File: config.mk
export PLATFORM = sky130hd
export DESIGN_NAME = crc_i2c_target
export DESIGN_NICKNAME = d
export VERILOG_FILES = /design/src/rtl/crc_i2c_target.sv
export SDC_FILE = /design/constraint.sdc
export NUM_CORES = 1
export LEC_CHECK = 0
export ABC_AREA = 1
export BUFFER_PORTS_ARGS = -buffer_cell sky130_fd_sc_hd__clkbuf_2
export CORE_UTILIZATION = 60
export CTS_BUF_LIST = sky130_fd_sc_hd__clkbuf_16
export CTS_CLUSTER_SIZE = 8
export DETAILED_ROUTE_END_ITERATION = 6
export PLACE_DENSITY = 0.8
export RECOVER_POWER = 25
export SLEW_MARGIN = 20
export SYNTH_ARGS = -nofsm -noshare
export SYNTH_HDL_FRONTEND = slang
export SYNTH_SLANG_ARGS = --single-unit
File: constraint.sdc
create_clock -name clk -period 3.1 [get_ports clk]
set_clock_uncertainty 0.2 [all_clocks]
set_input_delay 0.31 -clock clk [delete_from_list [all_inputs] [get_ports clk]]
set_output_delay 0.31 -clock clk [all_outputs]
set_load 0.03 [all_outputs]
File: src/rtl/crc_i2c_target.sv
module crc_i2c_target #(
  parameter logic [6:0] DEV_ADDR = 7'h08,
  parameter logic [7:0] POLY     = 8'h07
) (
  input  logic       clk,
  input  logic       rst_n,
  input  logic       scl_i,
  input  logic       sda_i,
  output logic       sda_oe,
  output logic [7:0] reg_addr,
  output logic [7:0] reg_wdata,
  output logic       reg_we,
  input  logic [7:0] reg_rdata,
  output logic       crc_error
);

  typedef enum logic [2:0] {S_IDLE, S_RX, S_RACK, S_TX, S_TACK} st_t;

  function automatic logic [7:0] crc_step(input logic [7:0] c, input logic [7:0] b);
    logic [7:0] x;
    x = c ^ b;
    for (int i = 0; i < 8; i++)
      x = x[7] ? ((x << 1) ^ POLY) : (x << 1);
    return x;
  endfunction

  logic [1:0] scl_sy, sda_sy;
  logic       scl_q, sda_q;
  wire        scl_s = scl_sy[1];
  wire        sda_s = sda_sy[1];

  always_ff @(posedge clk or negedge rst_n)
    if (!rst_n) begin
      scl_sy <= 2'b11;
      sda_sy <= 2'b11;
      scl_q  <= 1'b1;
      sda_q  <= 1'b1;
    end else begin
      scl_sy <= {scl_sy[0], scl_i};
      sda_sy <= {sda_sy[0], sda_i};
      scl_q  <= scl_s;
      sda_q  <= sda_s;
    end

  wire rise    = scl_s & ~scl_q;
  wire fall    = ~scl_s & scl_q;
  wire start_c = scl_s & scl_q & sda_q & ~sda_s;
  wire stop_c  = scl_s & scl_q & ~sda_q & sda_s;

  st_t        st;
  logic [2:0] bitcnt, idx;
  logic [7:0] sh, txsh, crc, dat, ptr;
  logic       done, ack_q, rd, tx_crc, hack;

  wire [7:0] rxb = {sh[6:0], sda_s};

  assign reg_addr  = ptr;
  assign reg_wdata = dat;
  assign sda_oe    = (st == S_RACK) | ((st == S_TX) & ~txsh[7]);

  always_ff @(posedge clk or negedge rst_n)
    if (!rst_n) begin
      st        <= S_IDLE;
      bitcnt    <= '0;
      idx       <= '0;
      sh        <= '0;
      txsh      <= 8'hFF;
      crc       <= '0;
      dat       <= '0;
      ptr       <= '0;
      done      <= 1'b0;
      ack_q     <= 1'b0;
      rd        <= 1'b0;
      tx_crc    <= 1'b0;
      hack      <= 1'b0;
      reg_we    <= 1'b0;
      crc_error <= 1'b0;
    end else begin
      reg_we <= 1'b0;
      if (start_c) begin
        st     <= S_RX;
        bitcnt <= '0;
        idx    <= '0;
        crc    <= '0;
        done   <= 1'b0;
      end else if (stop_c) begin
        st   <= S_IDLE;
        done <= 1'b0;
      end else begin
        case (st)
          S_RX: begin
            if (rise && !done) begin
              sh     <= rxb;
              bitcnt <= bitcnt + 3'd1;
              if (bitcnt == 3'd7) begin
                done  <= 1'b1;
                ack_q <= 1'b1;
                if (idx != 3'd7) idx <= idx + 3'd1;
                case (idx)
                  3'd0: begin
                    if (rxb[7:1] == DEV_ADDR) begin
                      rd  <= rxb[0];
                      crc <= crc_step(crc, rxb);
                    end else begin
                      ack_q <= 1'b0;
                    end
                  end
                  3'd1: begin
                    ptr <= rxb;
                    crc <= crc_step(crc, rxb);
                  end
                  3'd2: begin
                    dat <= rxb;
                    crc <= crc_step(crc, rxb);
                  end
                  3'd3: begin
                    if (rxb == crc) reg_we    <= 1'b1;
                    else            crc_error <= 1'b1;
                  end
                  default: ack_q <= 1'b0;
                endcase
              end
            end else if (fall && done) begin
              done   <= 1'b0;
              bitcnt <= '0;
              st     <= ack_q ? S_RACK : S_IDLE;
            end
          end
          S_RACK: begin
            if (fall) begin
              bitcnt <= '0;
              if (idx == 3'd1 && rd) begin
                st     <= S_TX;
                txsh   <= reg_rdata;
                crc    <= crc_step(crc, reg_rdata);
                tx_crc <= 1'b0;
              end else begin
                st <= S_RX;
              end
            end
          end
          S_TX: begin
            if (fall) begin
              if (bitcnt == 3'd7) begin
                st     <= S_TACK;
                bitcnt <= '0;
                txsh   <= 8'hFF;
              end else begin
                txsh   <= {txsh[6:0], 1'b1};
                bitcnt <= bitcnt + 3'd1;
              end
            end
          end
          S_TACK: begin
            if (rise) hack <= ~sda_s;
            if (fall) begin
              if (hack && !tx_crc) begin
                st     <= S_TX;
                txsh   <= crc;
                tx_crc <= 1'b1;
              end else begin
                st <= S_IDLE;
              end
            end
          end
          default: ;
        endcase
      end
    end

endmodule

==> impl_metrics.json <==
{
  "reg2reg_depth": 9,
  "relSlewSlack_pct": 1.59,
  "nFillCells": 487,
  "ys_ff_latch": 61,
  "arrival_ps": 2230,
  "grt_pass1_vias": 3116,
  "finalHoldViolations": 0,
  "antenna_found_initial": 0,
  "met2_length_mm": 4.38,
  "avgSynthCellArea_sq_um": 7.48,
  "worst_setup_path_start_kind": "flip-flop",
  "yosysWarnings": 0,
  "synthFlopType": "dfrtp_1",
  "nets": 554,
  "cts.sinks": 61,
  "cts_made_buffers": 9,
  "grt_overflow": 0,
  "clock_latency_ps": 330,
  "postRouteAntennaNets": 0,
  "synthDistinctLibCells": 40,
  "cts.htree.levels": 3,
  "p_switching_mw": 1.18,
  "finalMaxSlewViolations": 0,
  "grt_max_degree": 62,
  "power_density_mw_per_mm2": 739,
  "whs_endpoint": "txsh[1]",
  "port_buffers": 30,
  "final_cell_area_sq_mm": 0.00421,
  "holdPathStages": 3,
  "reg2reg_from": "sda_sy[1]",
  "core_area_sq_mm": 0.00592,
  "power_mw": 3.12,
  "final-seq-area_sq_mm": 0.00154,
  "rows": 28,
  "drive_gt1_share_pct": 11.6,
  "cts_buffer_depth": 2,
  "die_y_microns": 80.5,
  "hold_path.class": "in -> reg",
  "io_pins": 31,
  "hold_ws_ps": 97.1,
  "start_util_pct": 62.4,
  "multiInputGateArea_sq_mm": 0.00191,
  "viasPerCell": 5.63,
  "pwr-share-clk_pct": 33.2,
  "synthesis.nets": 517,
  "ys_async_sr_fraction_pct": 100,
  "reg2reg_to": "crc[7]",
  "endpoint_kind": "flip-flop",
  "cts_root_buf": "clkbuf_16",
  "p_leak_nw": 2.19,
  "pwr-share-comb_pct": 35.1,
  "route.vias.total": 3442,
  "place_congestion": 0.861,
  "fin_setup_tns_ps": 0,
  "wl_per_cell_microns": 14.4,
  "p_int_mw": 1.94,
  "cap_violations": 0,
  "path_class": "reg -> reg",
  "grt_pass1_wl_mm": 14.2,
  "reg2reg_slack_ps": 870,
  "top_layer_used": "met4",
  "rsz0062_at_grt": "no",
  "outcome": "complete, no violations",
  "wl_met3_microns": 413,
  "wirelength_mm": 8.81,
  "timing.final.crit_share_pct": 72.1,
  "dr.pass1.iters": 5,
  "worst_pin_slew_ps": 1480,
  "syn_inst": 494,
  "cts_tree": "built",
  "post_cts_buffers": 0,
  "peakVddDrop_mv": 0.490,
  "synth_edf_count": 0,
  "worst-path-max-fanout": 8,
  "swShare_pct": 37.8,
  "dp_hpwl_mm": 6.33,
  "worstHoldStart": "reg_rdata[1]",
  "grtUsageTotal_pct": 29.2,
  "n_antenna_cell": 0,
  "dieArea_sq_mm": 0.00648,
  "seq_area_frac_synth_pct": 41.8,
  "wl_met1_mm": 3.80,
  "dpl_cell_area_sq_mm": 0.00390,
  "drt_iter0_drc": 315,
  "seq_power_share_pct": 31.8,
  "drcViolationCount": 0,
  "synth_area_sq_mm": 0.00369,
  "setup_viol": 0,
  "path_clk_slew_ps": 50,
  "crit_required_ps": 3100,
  "period_needed_ps": 2230,
  "fmaxAchievable_mhz": 448,
  "syn2layout_area_growth_pct": 14.1,
  "fp.dieW_microns": 80.5
}
==> stage by stage <==
stage	utilization, %	std cells	setup slack, ps
final	71.2	611	866
after detailed placement	65.9	592	909
after global routing	71.2	611	692
after global placement	65.9	592	1010
after floorplan	-	494	1190
after CTS	71.6	611	903
==> cell usage in the layout (no fill, tap or decap), types with 11 or more instances in the layout <==
cell type	count
dfstp_2	12
nor2_1	30
dfrtp_1	47
nand2_1	173
clkbuf_1	18
inv_1	45
a21oi_1	12
clkbuf_2	13
nand3_1	41
o21ai_1	12
ha_1	11
o21ai_0	38
==> cells by family after synthesis <==
| family | synth area share (%) |
|---|---|
| buf+inv | 6.40 |
| compound gates | 12.4 |
| simple gates | 32.2 |
| fa+ha+maj | 3.72 |
| flops | 41.8 |
| xor+xnor | 3.56 |
==> critical path: stages, from the launching register on <==
cell and delay, ps:
dfstp_1 750, inv_2 200, nor3_2 290, inv_1 110, nand3_1 110, nor2_2 50, nand2_2 160, inv_2 90
nand2_1 70, o21ai_0 80
==> area by class of cell <==
class                           count  area share [%]
Timing Repair Buffer               34            3.86
Clock buffer                        9            5.34
Multi-Input combinational cell    374            45.4
Sequential cell                    61            36.6
Tap cell                           75            2.23
Clock inverter                      7            1.93
Inverter                           51            4.57
==> power groups by stage <==
stage | clock, mW | sequential (mW) | combinational [mW]
CTS | 1.04 | 0.986 | 1.08
global placement | 0 | 0.993 | 1.01
floorplan | 0 | 0.943 | 0.854
global route | 1.08 | 0.994 | 1.22
detailed placement | 0 | 0.998 | 1.05
finish | 1.03 | 0.990 | 1.09
==> cell usage after synthesis (2+ instances only) <==
| library cell | number | share of area, % |
|---|---|---|
| nor2_2 | 3 | 0.51 |
| xor2_1 | 9 | 2.1 |
| dfstp_2 | 14 | 10 |
| inv_1 | 44 | 4.5 |
| a221oi_1 | 4 | 0.95 |
| o21ai_1 | 12 | 1.6 |
| o21a_1 | 2 | 0.41 |
| nor3_4 | 2 | 0.88 |
| ha_1 | 11 | 3.7 |
| nor2_1 | 30 | 3.0 |
| nand2_2 | 3 | 0.51 |
| inv_2 | 6 | 0.61 |
| nand4_1 | 3 | 0.51 |
| buf_2 | 4 | 0.54 |
| a31oi_1 | 4 | 0.68 |
| nand3_1 | 41 | 5.6 |
| a21oi_1 | 12 | 1.6 |
| o22ai_1 | 4 | 0.68 |
| nand3_4 | 2 | 0.95 |
| nand2_1 | 173 | 18 |
| nor3_1 | 3 | 0.41 |
| clkbuf_1 | 2 | 0.20 |
| dfrtp_1 | 47 | 32 |
| xnor2_1 | 6 | 1.4 |
| o21ai_0 | 38 | 5.1 |
==> how the worst max path moves through the flow <==
stage,to,slack (ps),cells past startpoint,start
final,crc[7],870,9,sda_sy[1]
after global routing,idx[0],690,7,bitcnt[0]
after CTS,idx[2],900,7,bitcnt[0]
after detailed placement,idx[2],910,7,bitcnt[0]
after global placement,idx[0],1010,7,bitcnt[0]
after floorplan,crc[7],1190,11,bitcnt[0]
==> layer usage <==
| metal | GRT usage (%) | up-vias |
|---|---|---|
| li1 | - | 1689 |
| met1 | 37.1 | 1624 |
| met2 | 48.6 | 105 |
| met3 | 4.43 | 24 |
| met4 | 13.8 | 0 |
| met5 | 0 | - |
==> registers in the layout (all words and copies together) (netlist names), 2 cells and up <==
register and count:
crc 8, reg_addr 8, reg_wdata 8, txsh 8, sh 7, bitcnt 3, idx 3, st 3
scl_sy 2, sda_sy 2
==> repair_timing <==
item	in CTS	in global routing
hold buffers	3	0
endpoints found under the hold margin	49	0
gates resized for setup	0	0
endpoints found under the setup margin	0	0
(Power assumes the default switching activity.)
